[config.mk]
export PLATFORM = sky130hd
export DESIGN_NAME = txq_stream
export DESIGN_NICKNAME = d
export VERILOG_FILES = /design/src/rtl/txq_pkg.sv /design/src/rtl/txq_store.sv /design/src/rtl/txq_ctrl.sv /design/src/rtl/txq_stream.sv
export SDC_FILE = /design/constraint.sdc
export NUM_CORES = 1
export LEC_CHECK = 0
export BUFFER_PORTS_ARGS = -buffer_cell sky130_fd_sc_hd__buf_2
export CORE_MARGIN = 2
export CORE_UTILIZATION = 54
export CTS_CLUSTER_DIAMETER = 50
export DETAILED_ROUTE_END_ITERATION = 16
export PLACE_DENSITY = 0.67
export RECOVER_POWER = 25
export REMOVE_ABC_BUFFERS = 1
export SLEW_MARGIN = 20
export SYNTH_ARGS = -nofsm -noshare
export SYNTH_HDL_FRONTEND = slang
export SYNTH_SLANG_ARGS = --single-unit
[constraint.sdc]
create_clock -name clk -period 7.3 [get_ports clk]
set_input_delay 0.73 -clock clk [delete_from_list [all_inputs] [get_ports clk]]
set_output_delay 0.73 -clock clk [all_outputs]
set_load 0.05 [all_outputs]
[src/rtl/txq_pkg.sv]
package txq_pkg;
    localparam int CTL_EN_BIT    = 6;
    localparam int CTL_FLUSH_BIT = 7;
    localparam int ST_NAK        = 0;
    localparam int ST_DRAIN      = 1;
    localparam int ST_OVF        = 2;
    localparam int ST_W          = 3;
endpackage

[src/rtl/txq_store.sv]
module txq_store #(
    parameter int DEPTH = 64,
    parameter int W     = 8,
    localparam int AW   = $clog2(DEPTH),
    localparam int CW   = $clog2(DEPTH + 1)
) (
    input  logic          clk,
    input  logic          rst_n,
    input  logic          push,
    input  logic          pop,
    input  logic          flush,
    input  logic [W-1:0]  wdata,
    output logic [W-1:0]  rdata,
    output logic [CW-1:0] count,
    output logic          full,
    output logic          empty
);
    typedef struct packed {
        logic [AW-1:0] rd;
        logic [AW-1:0] wr;
        logic [CW-1:0] cnt;
    } store_t;

    store_t s_d, s_q;
    logic [W-1:0] mem [DEPTH];

    function automatic logic [AW-1:0] bump(input logic [AW-1:0] p);
        return (p == AW'(DEPTH - 1)) ? '0 : p + 1'b1;
    endfunction

    always_comb begin
        s_d = s_q;
        if (flush) begin
            s_d = '0;
        end else begin
            if (push) s_d.wr = bump(s_q.wr);
            if (pop)  s_d.rd = bump(s_q.rd);
            case ({push, pop})
                2'b10:   s_d.cnt = s_q.cnt + 1'b1;
                2'b01:   s_d.cnt = s_q.cnt - 1'b1;
                default: s_d.cnt = s_q.cnt;
            endcase
        end
    end

    always_ff @(posedge clk or negedge rst_n) begin
        if (!rst_n) s_q <= '0;
        else        s_q <= s_d;
    end

    always_ff @(posedge clk) begin
        if (push && !flush) mem[s_q.wr] <= wdata;
    end

    assign rdata = mem[s_q.rd];
    assign count = s_q.cnt;
    assign full  = (s_q.cnt == CW'(DEPTH));
    assign empty = (s_q.cnt == '0);

    // level never exceeds the depth
    a_r10_count_bound: assert property (@(posedge clk) disable iff (!rst_n)
        s_q.cnt <= CW'(DEPTH));
    // a flush leaves the queue empty
    a_r6_flush_empties: assert property (@(posedge clk) disable iff (!rst_n)
        flush |=> (count == '0));
    // nothing is retired from an empty queue
    a_r2_no_underflow: assert property (@(posedge clk) disable iff (!rst_n)
        pop |-> !empty);
endmodule

[src/rtl/txq_ctrl.sv]
module txq_ctrl
    import txq_pkg::*;
#(
    parameter int CW = 7
) (
    input  logic            clk,
    input  logic            rst_n,
    input  logic            ctl_wr,
    input  logic [7:0]      ctl_wdata,
    input  logic            dat_wr,
    input  logic            sts_clr_wr,
    input  logic [ST_W-1:0] sts_clr_mask,
    input  logic [ST_W-1:0] irq_en,
    input  logic            byte_done,
    input  logic            byte_nak,
    input  logic            q_full,
    input  logic            q_empty,
    input  logic [CW-1:0]   q_count,
    output logic            push,
    output logic            pop,
    output logic            flush,
    output logic            byte_req,
    output logic [ST_W-1:0] sts,
    output logic            nak_flag,
    output logic            irq
);
    typedef struct packed {
        logic            en;
        logic            halted;
        logic [ST_W-1:0] sts;
    } ctrl_t;

    ctrl_t c_d, c_q;
    logic [ST_W-1:0] set_v;
    logic            refused;
    logic            ctl_unused;

    assign ctl_unused = ^ctl_wdata[5:0];

    assign flush    = ctl_wr && ctl_wdata[CTL_FLUSH_BIT];
    assign byte_req = c_q.en && !c_q.halted && !q_empty;
    assign refused  = byte_req && byte_done && byte_nak;
    assign pop      = byte_req && byte_done && !byte_nak && !flush;
    assign push     = dat_wr && c_q.en && !q_full && !flush;

    always_comb begin
        c_d = c_q;
        set_v = '0;
        set_v[ST_NAK]   = refused;
        set_v[ST_DRAIN] = pop && (q_count == CW'(1)) && !push;
        set_v[ST_OVF]   = dat_wr && c_q.en && q_full && !flush;
        if (ctl_wr) c_d.en = ctl_wdata[CTL_EN_BIT];
        if (flush)        c_d.halted = 1'b0;
        else if (refused) c_d.halted = 1'b1;
        c_d.sts = (c_q.sts & ~(sts_clr_wr ? sts_clr_mask : '0)) | set_v;
    end

    always_ff @(posedge clk or negedge rst_n) begin
        if (!rst_n) c_q <= '0;
        else        c_q <= c_d;
    end

    assign sts      = c_q.sts;
    assign nak_flag = c_q.halted;
    assign irq      = |(c_q.sts & irq_en);

    // a refusal stops the offer and raises the flags
    a_r5_nak_halts: assert property (@(posedge clk) disable iff (!rst_n)
        (byte_req && byte_done && byte_nak && !ctl_wr) |=> (!byte_req && nak_flag && sts[ST_NAK]));
    // a write into a full queue is recorded as overflow
    a_r7_full_drop: assert property (@(posedge clk) disable iff (!rst_n)
        (dat_wr && q_full && c_q.en && !ctl_wr) |=> sts[ST_OVF]);
    // retiring the last byte flags drained
    a_r4_drain_flag: assert property (@(posedge clk) disable iff (!rst_n)
        (byte_req && byte_done && !byte_nak && q_count == CW'(1) && !dat_wr && !ctl_wr) |=> sts[ST_DRAIN]);
    // disabled queue offers nothing
    a_r8_off_silent: assert property (@(posedge clk) disable iff (!rst_n)
        (ctl_wr && !ctl_wdata[CTL_EN_BIT]) |=> !byte_req);
endmodule

[src/rtl/txq_stream.sv]
module txq_stream
    import txq_pkg::*;
#(
    parameter int DEPTH = 64,
    parameter int W     = 8
) (
    input  logic                       clk,
    input  logic                       rst_n,
    input  logic                       ctl_wr,
    input  logic [7:0]                 ctl_wdata,
    input  logic                       dat_wr,
    input  logic [W-1:0]               dat_wdata,
    input  logic                       sts_clr_wr,
    input  logic [2:0]                 sts_clr_mask,
    input  logic [2:0]                 irq_en,
    input  logic                       byte_done,
    input  logic                       byte_nak,
    output logic                       byte_req,
    output logic [W-1:0]               byte_data,
    output logic [2:0]                 sts,
    output logic                       nak_flag,
    output logic                       fifo_empty,
    output logic [$clog2(DEPTH+1)-1:0] fifo_level,
    output logic                       irq
);
    localparam int CW = $clog2(DEPTH + 1);

    logic          push, pop, flush, q_full, q_empty;
    logic [CW-1:0] q_count;

    txq_store #(.DEPTH(DEPTH), .W(W)) u_store (
        .clk   (clk),
        .rst_n (rst_n),
        .push  (push),
        .pop   (pop),
        .flush (flush),
        .wdata (dat_wdata),
        .rdata (byte_data),
        .count (q_count),
        .full  (q_full),
        .empty (q_empty)
    );

    txq_ctrl #(.CW(CW)) u_ctrl (
        .clk          (clk),
        .rst_n        (rst_n),
        .ctl_wr       (ctl_wr),
        .ctl_wdata    (ctl_wdata),
        .dat_wr       (dat_wr),
        .sts_clr_wr   (sts_clr_wr),
        .sts_clr_mask (sts_clr_mask),
        .irq_en       (irq_en),
        .byte_done    (byte_done),
        .byte_nak     (byte_nak),
        .q_full       (q_full),
        .q_empty      (q_empty),
        .q_count      (q_count),
        .push         (push),
        .pop          (pop),
        .flush        (flush),
        .byte_req     (byte_req),
        .sts          (sts),
        .nak_flag     (nak_flag),
        .irq          (irq)
    );

    assign fifo_empty = q_empty;
    assign fifo_level = q_count;
endmodule

==> run summary <==
area delta synth->final -> 10.4%
Slowest cell on crit path -> dfrtp_4
count of final hold-check violations -> 0
cts-stage hold buffer count -> 0
row cnt -> 72
crit path time final -> 4600 ps
register bit total from synthesis -> 536
most frequent cells in the layout -> edfxtp_1 (512), mux4_2 (134), nor2_1 (96)
WP buf/inv -> 2
Post-Syn Instances -> 1062
DRC errors left -> 0
crit end category -> output port
met1 Use GR -> 33.0%
Clock Path Buffers -> 3
Worst-Margin Slew -> 3030 ps
DR vias -> 10500
CP Cell Sequence -> buf_4, mux4_2, mux4_2, o21ai_1, o41ai_1, buf_2
number of flops mapped to enable cells by yosys -> 512
Hold WC Path Type -> in2reg
WL per Instance -> 27.5 µm
slowest stage delay, CP -> 770 ps
Ports -> 51
Final Cycle Share -> 63.1%
CTS Buf Count -> 54
Sink Count -> 536
most common cell after layout, fill and taps aside -> edfxtp_1
Clk Latency, worst-skew pair -> 590 ps
post_cts resized -> 0
die area -> 41100 µm²
Cell variety after synth -> 53
Root Buffer Master -> clkbuf_16
Final WS setup -> 2700 ps
antenna cells -> 0
Global Route met3 Usage -> 4.00%
Setup crit start -> u_store.s_q[13]
starting density of the core -> 54.9%
P_leak -> 0.00718 µW
Ys Warns -> 0
hpwl dp -> 25800 µm
global-route usage over all layers -> 22.9%
Core ar. -> 38800 µm²
CP Launch Type -> flip-flop
CP arrival -> 3870 ps
failing checks -> max-capacitance violations, max-slew violations
final net count -> 1141
met2 Usage GRT -> 36.1%
Die Y -> 203 µm
global routing's busiest layer -> met2
worst hold path startpoint -> ctl_wdata[6]
async set or reset register ratio after synthesis -> 4.48%
fmax -> 217 MHz
initial antenna violation count -> 0
r2r startpoint -> u_store.count[0]
largest net degree at the start of global routing -> 76
Avg Inst Size Synth -> 20.1 µm²
max cap viols -> 6
GRT overflow -> 0
Max Slew Vio Count -> 390
Setup-failing EPs final -> 0
delay-heaviest family, CP -> multiplexers
crit path kind -> reg2out
most frequent CP cell -> mux4_2
clock skew -> 16.7 ps
worst vdd ir -> 0.153 mV
fin area -> 23500 µm²
global placement routability congestion -> 0.778
pre-CTS setup slack -> 3200 ps
main flop type after synthesis -> edfxtp_1
status -> complete, but fails checks
Worst slew margin -> -102%
H-tree depth -> 2
Post-DRT Antenna Nets -> 0
Pwr per Cell Area -> 292 nW/µm²
worst-path fanout max -> 26
number of global-route vias before repair -> 10500
first-pass GRT wire length -> 68000 µm
RSZ-0062 raised after global routing -> false
Setup Fix Bufs, Post-CTS -> 0
IO Port Bufs -> 44
TritonRoute pass-1 iters -> 5
post-DR vias/cell -> 6.29
clk slew on worst S/H paths -> 60 ps
share of the yosys chip area belonging to registers -> 74.9%
drt total wl -> 45700 µm
Syn Std Cell Area -> 21300 µm²
CTS tree -> done
Post-Place Cell Area -> 21900 µm²
die width -> 203 µm
layout cells sized above 1 -> 23.0%
critical path required time -> 6570 ps
initial drt markers -> 993
Fin Hold WS -> 384 ps
[stage by stage]
step                      power (µW)  utilization, %  setup TNS [ps]  instances
after CTS                       6920            60.6               0       1663
after global placement          4330            56.4               0       1568
after detailed placement        4340            56.4               0       1568
after global routing            7080            60.6               0       1663
after floorplan                 4150               -           -1320        994
final                           6870            60.6               0       1663
[cell families after synthesis]
kind of cell,synth area share (%)
AND/OR/NAND/NOR,4.49
XOR/XNOR,0.370
multiplexers,14.8
buffers and inverters,2.19
flip-flops,74.9
AO/OA/AOI/OAI,2.89
adder cells (fa/ha/maj),0.352
[state kept, by name, indices dropped and copies added, names as in the netlist]
name and count:
u_ctrl.nak_flag 1, u_ctrl.c_q 1, u_store.count 7, u_store.mem 512, u_store.s_q 12, u_ctrl.sts 3
[cell type report]
cell class / instances / area [µm²]
clock buffers: 83 / 1560
clock inverters: 12 / 90.1
fillers: 2732 / 15300
inverters: 7 / 26.3
multi-input cells: 451 / 4880
flip-flops and latches: 536 / 16000
well taps: 518 / 648
repair buffers: 56 / 339
[path summary, 6_finish.rpt]
path	endpoint	slack, ps	cells past startpoint
worst min-delay path	u_ctrl.c_q[4]	380	2
worst max register to register	u_store.mem[22][1]	3740	8
worst min register to register	u_ctrl.sts[1]	510	2
min in group asynchronous	u_store.s_q[17]	450	1
max in group asynchronous	u_store.s_q[14]	5870	1
worst max-delay path	byte_data[1]	2700	6
[report_power, final]
part           total, µW  switching (µW)  leakage (µW)  internal, µW
combinational        807             467       0.00145           341
clock               2600            1100      0.000803          1500
sequential          3460            60.2       0.00492          3400
total               6870            1630       0.00718          5240
[Yosys cell counts, types with 2 or more instances]
cell type	instances	area share, %
edfxtp_1	512	72
mux4_2	134	14
nor2_1	96	1.7
nand2_1	29	0.51
buf_4	25	0.88
dfrtp_1	24	2.8
clkbuf_1	17	0.30
o22ai_1	16	0.47
nand3_1	15	0.35
a21oi_1	13	0.31
nor2b_1	12	0.35
buf_2	10	0.23
mux2i_1	10	0.47
o221ai_1	10	0.41
buf_6	9	0.48
o21ai_0	8	0.19
inv_1	7	0.12
nand3b_1	7	0.25
a2111oi_0	6	0.25
a211oi_1	6	0.21
buf_1	6	0.11
ha_1	6	0.35
nand2b_1	6	0.18
nor4_1	6	0.18
o21a_1	6	0.21
o21ai_1	6	0.14
nor3_1	5	0.12
o41ai_1	5	0.21
xor2_1	5	0.21
or3_1	4	0.12
xnor2_1	4	0.16
a311o_1	3	0.14
a31oi_1	3	0.088
mux2_2	3	0.16
nand4_1	3	0.088
or3b_2	3	0.12
a22oi_1	2	0.070
and2_1	2	0.059
and3_1	2	0.059
nand4b_1	2	0.082
or4_1	2	0.070
[per-layer routing]
| layer | part of all wire, % | vias up |
|---|---|---|
| met1 | 42 | 5500 |
| li1 | - | 4458 |
| met3 | 7.4 | 81 |
| met4 | 2.6 | 0 |
| met2 | 48 | 427 |
| met5 | 0 | - |
No activity file was read; power rests on OpenSTA's default activity.
